<file path="src/rtl/shift_unary_alu_pkg.sv">
package shift_unary_alu_pkg;

  typedef enum logic [3:0] {
    OP_MOV   = 4'd0,
    OP_CMVC  = 4'd1,
    OP_CMVS  = 4'd2,
    OP_SHL   = 4'd3,
    OP_SHLC  = 4'd4,
    OP_SHR   = 4'd5,
    OP_SHRC  = 4'd6,
    OP_SHRA  = 4'd7,
    OP_CPL1  = 4'd8,
    OP_CPL2  = 4'd9,
    OP_CPL2C = 4'd10,
    OP_INC   = 4'd11,
    OP_INCC  = 4'd12
  } alu_op_e;

  typedef struct packed {
    logic c_we;
    logic c_nx;
    logic v_we;
    logic v_nx;
    logic z_we;
    logic z_nx;
  } flag_upd_t;

endpackage

</file>
<file path="src/rtl/shift_unary_alu_shifter.sv">
module shift_unary_alu_shifter
  import shift_unary_alu_pkg::*;
#(
  parameter int DATA_W = 8
) (
  input  alu_op_e           op_i,
  input  logic [DATA_W-1:0] opnd_i,
  input  logic              cin_i,
  output logic [DATA_W-1:0] res_o,
  output logic              cout_o,
  output logic              hit_o
);
  localparam int MSB = DATA_W - 1;

  logic              fill_lo, fill_hi, go_left;
  logic [DATA_W-1:0] left_v, right_v;

  always_comb begin
    fill_lo = (op_i == OP_SHLC) ? cin_i : 1'b0;
    unique case (op_i)
      OP_SHRC: fill_hi = cin_i;
      OP_SHRA: fill_hi = opnd_i[MSB];
      default: fill_hi = 1'b0;
    endcase
    go_left = (op_i == OP_SHL) || (op_i == OP_SHLC);
    hit_o   = go_left || (op_i == OP_SHR) || (op_i == OP_SHRC) || (op_i == OP_SHRA);
  end

  for (genvar i = 0; i < DATA_W; i++) begin : g_bit
    if (i == 0) begin : g_lo
      assign left_v[i] = fill_lo;
    end else begin : g_lmid
      assign left_v[i] = opnd_i[i-1];
    end
    if (i == MSB) begin : g_hi
      assign right_v[i] = fill_hi;
    end else begin : g_rmid
      assign right_v[i] = opnd_i[i+1];
    end
  end

  assign res_o  = go_left ? left_v : right_v;
  assign cout_o = go_left ? opnd_i[MSB] : opnd_i[0];

endmodule

</file>
<file path="src/rtl/shift_unary_alu_unary.sv">
module shift_unary_alu_unary
  import shift_unary_alu_pkg::*;
#(
  parameter int DATA_W = 8
) (
  input  alu_op_e           op_i,
  input  logic [DATA_W-1:0] opnd_i,
  input  logic              cin_i,
  output logic [DATA_W-1:0] res_o,
  output logic              cout_o,
  output logic              c_we_o,
  output logic              hit_o
);
  logic              is_cpl, use_cin, add_bit;
  logic [DATA_W-1:0] base;

  always_comb begin
    is_cpl  = (op_i == OP_CPL1) || (op_i == OP_CPL2) || (op_i == OP_CPL2C);
    use_cin = (op_i == OP_CPL2C) || (op_i == OP_INCC);
    hit_o   = is_cpl || (op_i == OP_INC) || (op_i == OP_INCC);
    base    = is_cpl ? ~opnd_i : opnd_i;
    if (op_i == OP_CPL1) add_bit = 1'b0;
    else if (use_cin)    add_bit = cin_i;
    else                 add_bit = 1'b1;
    res_o   = base + {{(DATA_W-1){1'b0}}, add_bit};
    // carry follows a zero result, gated by old carry for carry-in variants
    cout_o  = (res_o == '0) && (use_cin ? cin_i : 1'b1);
    c_we_o  = hit_o && (op_i != OP_CPL1);
  end

endmodule

</file>
<file path="src/rtl/shift_unary_alu_flags.sv">
module shift_unary_alu_flags
  import shift_unary_alu_pkg::*;
#(
  parameter int DATA_W = 8
) (
  input  logic              clk_i,
  input  logic              rst_ni,
  input  logic              en_i,
  input  flag_upd_t         upd_i,
  input  logic              acc_we_i,
  input  logic [DATA_W-1:0] acc_nx_i,
  output logic              c_o,
  output logic              v_o,
  output logic              z_o,
  output logic [DATA_W-1:0] acc_o
);
  always_ff @(posedge clk_i or negedge rst_ni) begin
    if (!rst_ni) begin
      c_o   <= 1'b0;
      v_o   <= 1'b0;
      z_o   <= 1'b0;
      acc_o <= '0;
    end else if (en_i) begin
      if (upd_i.c_we) c_o   <= upd_i.c_nx;
      if (upd_i.v_we) v_o   <= upd_i.v_nx;
      if (upd_i.z_we) z_o   <= upd_i.z_nx;
      if (acc_we_i)   acc_o <= acc_nx_i;
    end
  end

endmodule

</file>
<file path="src/rtl/shift_unary_alu.sv">
module shift_unary_alu
  import shift_unary_alu_pkg::*;
#(
  parameter int DATA_W = 8
) (
  input  logic              clk_i,
  input  logic              rst_ni,
  input  logic              en_i,
  input  logic [3:0]        op_i,
  input  logic [DATA_W-1:0] opnd_i,
  output logic [DATA_W-1:0] res_o,
  output logic              wr_o,
  output logic [DATA_W-1:0] acc_o,
  output logic              c_o,
  output logic              v_o,
  output logic              z_o
);
  localparam int MSB = DATA_W - 1;

  alu_op_e           op;
  logic [DATA_W-1:0] sh_res, un_res;
  logic              sh_cout, sh_hit, un_cout, un_c_we, un_hit;
  logic              is_mov, valid;
  flag_upd_t         upd;

  assign op = alu_op_e'(op_i);

  shift_unary_alu_shifter #(.DATA_W(DATA_W)) u_shift (
    .op_i   (op),
    .opnd_i (opnd_i),
    .cin_i  (c_o),
    .res_o  (sh_res),
    .cout_o (sh_cout),
    .hit_o  (sh_hit)
  );

  shift_unary_alu_unary #(.DATA_W(DATA_W)) u_unary (
    .op_i   (op),
    .opnd_i (opnd_i),
    .cin_i  (c_o),
    .res_o  (un_res),
    .cout_o (un_cout),
    .c_we_o (un_c_we),
    .hit_o  (un_hit)
  );

  always_comb begin
    is_mov = (op == OP_MOV) || (op == OP_CMVC) || (op == OP_CMVS);
    valid  = is_mov || sh_hit || un_hit;

    if (sh_hit)      res_o = sh_res;
    else if (un_hit) res_o = un_res;
    else             res_o = opnd_i;

    unique case (op)
      OP_CMVC: wr_o = ~c_o;
      OP_CMVS: wr_o = c_o;
      default: wr_o = valid;
    endcase

    upd.c_we = sh_hit || un_c_we;
    upd.c_nx = sh_hit ? sh_cout : un_cout;
    upd.v_we = sh_hit || (un_hit && (op != OP_CPL1));
    upd.v_nx = res_o[MSB] ^ opnd_i[MSB];
    upd.z_we = valid;
    upd.z_nx = (res_o == '0);
  end

  shift_unary_alu_flags #(.DATA_W(DATA_W)) u_flags (
    .clk_i    (clk_i),
    .rst_ni   (rst_ni),
    .en_i     (en_i),
    .upd_i    (upd),
    .acc_we_i (valid),
    .acc_nx_i (res_o),
    .c_o      (c_o),
    .v_o      (v_o),
    .z_o      (z_o),
    .acc_o    (acc_o)
  );

endmodule

</file>
<file path="config.mk">
export PLATFORM = sky130hd
export DESIGN_NAME = shift_unary_alu
export DESIGN_NICKNAME = d
export VERILOG_FILES = /design/src/rtl/shift_unary_alu_pkg.sv /design/src/rtl/shift_unary_alu_shifter.sv /design/src/rtl/shift_unary_alu_unary.sv /design/src/rtl/shift_unary_alu_flags.sv /design/src/rtl/shift_unary_alu.sv
export SDC_FILE = /design/constraint.sdc
export NUM_CORES = 1
export LEC_CHECK = 0
export BUFFER_PORTS_ARGS = -buffer_cell sky130_fd_sc_hd__buf_2
export CAP_MARGIN = 20
export CELL_PAD_IN_SITES_DETAIL_PLACEMENT = 0
export CELL_PAD_IN_SITES_GLOBAL_PLACEMENT = 2
export CORE_UTILIZATION = 34
export CTS_CLUSTER_SIZE = 40
export DETAILED_ROUTE_END_ITERATION = 8
export HOLD_SLACK_MARGIN = 0.06
export PLACE_DENSITY_LB_ADDON = 0.08
export SETUP_SLACK_MARGIN = 0.15
export SKIP_LAST_GASP = 1
export SYNTH_ARGS = -nofsm -noshare
export SYNTH_HDL_FRONTEND = slang
export SYNTH_SLANG_ARGS = --single-unit
</file>
<file path="constraint.sdc">
create_clock -name clk_i -period 6.2 [get_ports clk_i]
set_input_delay 0 -clock clk_i [delete_from_list [all_inputs] [get_ports clk_i]]
set_output_delay 0 -clock clk_i [all_outputs]
set_load 0.02 [all_outputs]
</file>
==> run_results.csv <==
group,metric,value,unit
cts,cts_max_path_buffers,2,
power_and_ir_drop,total_power,0.000350,W
power_and_ir_drop,p_per_area,184,nW/um^2
critical_path,worstPathArrival,3.71,ns
synth,async_flop_share,100,%
synth,synth_simple_gate_area_share,29.2,%
sta,period_share,57.4,%
synth,synth_edf_count,0,
placed_design,io_buffers,34,
global_route,antenna_found_initial,0,
drt,wl,5380,microns
cts,cts_made_buffers,3,
outcome,status,"finished clean",
sta,rsz0062_at_grt,"no",
synth,netlist_area,1710,sq um
sta,skew,0.000661,ns
synth,yosys_most_used_dff,"dfrtp_1",
synth,synth_top_area_share,16.1,%
cts,cts_tree,"done",
cts,cts-resized-gates,0,
drt,routed_via_density,5.83,
critical_path,r2r_cells,10,
sta,clock.fmax,281,MHz
die,fp.dieH,73.0,microns
drt,post_drt_wl_per_cell,17.7,microns
critical_path,r2r-start,"u_flags.c_o",
cells_and_area,nNetsFinal,254,
cells_and_area,antenna_cells,0,
sta,post-route-min-period,3.56,ns
drt,ant_nets,0,
cts,clkLatencyLatePin,0.24,ns
die,row_count,25,
cts,clock_sinks,11,
die,start_util,35.8,%
cts,cts_setup_buffers,0,
placed_design,hpwl,3980,microns
synth,synth_warnings,0,
critical_path,startpoint_type,"input port",
global_route,grt_usage,21.3,%
synth,yosysUniqueCellTypes,65,
placed_design,gp_congestion,0.861,
cts,cts.clk_slew.worst_paths,0.05,ns
synth,yosys.area.top_type,"dfrtp_1",
synth,synth_top_family_by_area,"compound AO/OA/AOI/OAI gates",
cells_and_area,design_area,1900,sq um
cells_and_area,layout-drive-gt1-share,24.6,%
sta,drv_slew,0,
drt,vias,1768,
drt,initialDrtViolationCount,141,
die,pin_count,35,
sta,fin_setup_tns,0,ns
synth,synth-adder-area-share,2.05,%
placed_design,placed_area,1850,sq um
critical_path,critPathCaptureType,"flop",
power_and_ir_drop,max-vdd-ir-drop,0.126,mV
synth,synth_seq_cells,11,
cts,clockRootBuffer,"clkbuf_8",
critical_path,crit_path_max_fanout,37,
cts,ctsHtreeMaxLevel,1,
power_and_ir_drop,power_leakage,0.748,nW
drt,first_pass_iters,4,
global_route,grt_pass1_vias,1628,
flow_run,cap_violations,0,
synth,synthXorXnorAreaFrac,3.07,%
sta,setup_viol,0,
sta,worstMarginPinSlew,1.06,ns
synth,synth.area.top_cells,"dfrtp_1, o21ai_0, mux2_2",
sta,finalHoldViolations,0,
sta,max_slew_margin,27.5,%
die,die-area,5330,sq um
global_route,grt_start_max_net_pins,40,
global_route,overflow,0,
critical_path,cp.required,6.35,ns
synth,avgSynthCellArea,7.68,sq um
synth,ys_seq_area_share,16.1,%
synth,synth_nets,240,
worst_hold_path,hold_path_class,"input port to asynchronous set/reset pin",
die,core,4790,sq um
drt,drc,0,
synth,synth_compound_area_share,36.3,%
synth,synth_mux_area_share,4.60,%
global_route,grt_pass1_wl,8590,microns
cts,cts.hold.buffers_added,1,
die,die_x,73.0,microns
critical_path,r2r_setup_slack,2.65,ns
cells_and_area,area_growth,11.1,%
synth,syn_inst,223,
critical_path,crit_type,"input port to flop",
critical_path,timing.rr.end,"u_flags.z_o",
-- registers in the layout, indices dropped and copies added, names as in the netlist --
| name | count |
|---|---|
| u_flags.v_o | 1 |
| u_flags.z_o | 1 |
| u_flags.c_o | 1 |
| u_flags.acc_o | 8 |
-- area by class of cell --
cell class | count | area [sq um]
timing repair buffer | 36 | 188
inverter | 6 | 22.5
tap | 67 | 83.8
sequential | 11 | 275
fill | 510 | 2880
clock buffer | 4 | 45.0
multi-input combinational | 179 | 1290
-- where the power goes --
group	internal [W]	switching (W)	leakage, nW
Clock	0.0000452	0.0000275	0.0228
Combinational	0.0000684	0.000113	0.593
Sequential	0.0000855	0.0000101	0.132
Total	0.000199	0.000150	0.748
-- through the flow --
stage | instances | setup slack [ns] | hold WS (ns) | util (%)
2_1_floorplan | 223 | 2.77 | -0.296 | -
3_3_place_gp | 298 | 2.61 | -0.124 | 38.6
3_5_place_dp | 298 | 2.41 | -0.109 | 38.6
4_1_cts | 303 | 2.65 | 0.174 | 39.8
5_1_grt | 303 | 2.36 | 0.201 | 39.8
6_report | 303 | 2.64 | 0.162 | 39.8
-- worst max-delay path by stage --
stage                        to    start  cells past startpoint
floorplan           u_flags.z_o  op_i[2]                     15
global placement    u_flags.z_o  op_i[0]                     12
detailed placement  u_flags.z_o  op_i[0]                     12
CTS                 u_flags.z_o  op_i[0]                     12
global route        u_flags.z_o  op_i[0]                     12
finish              u_flags.z_o  op_i[0]                     12
-- synthesized netlist by cell type (all sizes together) (6+ instances only) --
library cell	count
a21oi	10
a22o	8
a22oi	6
buf	13
clkbuf	14
dfrtp	11
inv	6
mux2	7
nand2	11
nand2b	10
nand4	6
nor2	9
nor2b	6
o21ai	20
-- layout by cell type (no fill, tap or decap), types with 6 or more instances in the layout --
cell and n:
mux2_2 7, nand2b_1 10, nand2_1 11, a22oi_1 6
dfrtp_1 11, inv_1 6, o21ai_0 19, a21oi_1 10
buf_2 34, a22o_1 8, nor2b_1 6, nor2_1 9
-- critical path, stage by stage --
cell and delay [ns]:
buf_2 0.45, nand2_1 0.45, nand2_1 0.25, xnor2_1 0.14, ha_1 0.26, ha_1 0.37, or4b_1 0.49, a31oi_2 0.27
or4_1 0.16, nand4_2 0.10, or4_1 0.56, o31ai_2 0.20
-- kinds of logic after synthesis --
logic type / Yosys count
multiplexers: 7
adder cells (fa/ha/maj): 3
buffers and inverters: 33
AND/OR/NAND/NOR: 82
XOR/XNOR: 6
flip-flops: 11
AO/OA/AOI/OAI: 81
-- per-layer routing --
metal	vias to the layer above	wire length, microns	track usage [%]
met3	2	182	3.04
met5	-	0	0
met4	0	37	2.61
li1	874	-	-
met1	849	2580	31.1
met2	43	2570	33.8
Note: power is estimated with default switching activity, not from simulation.
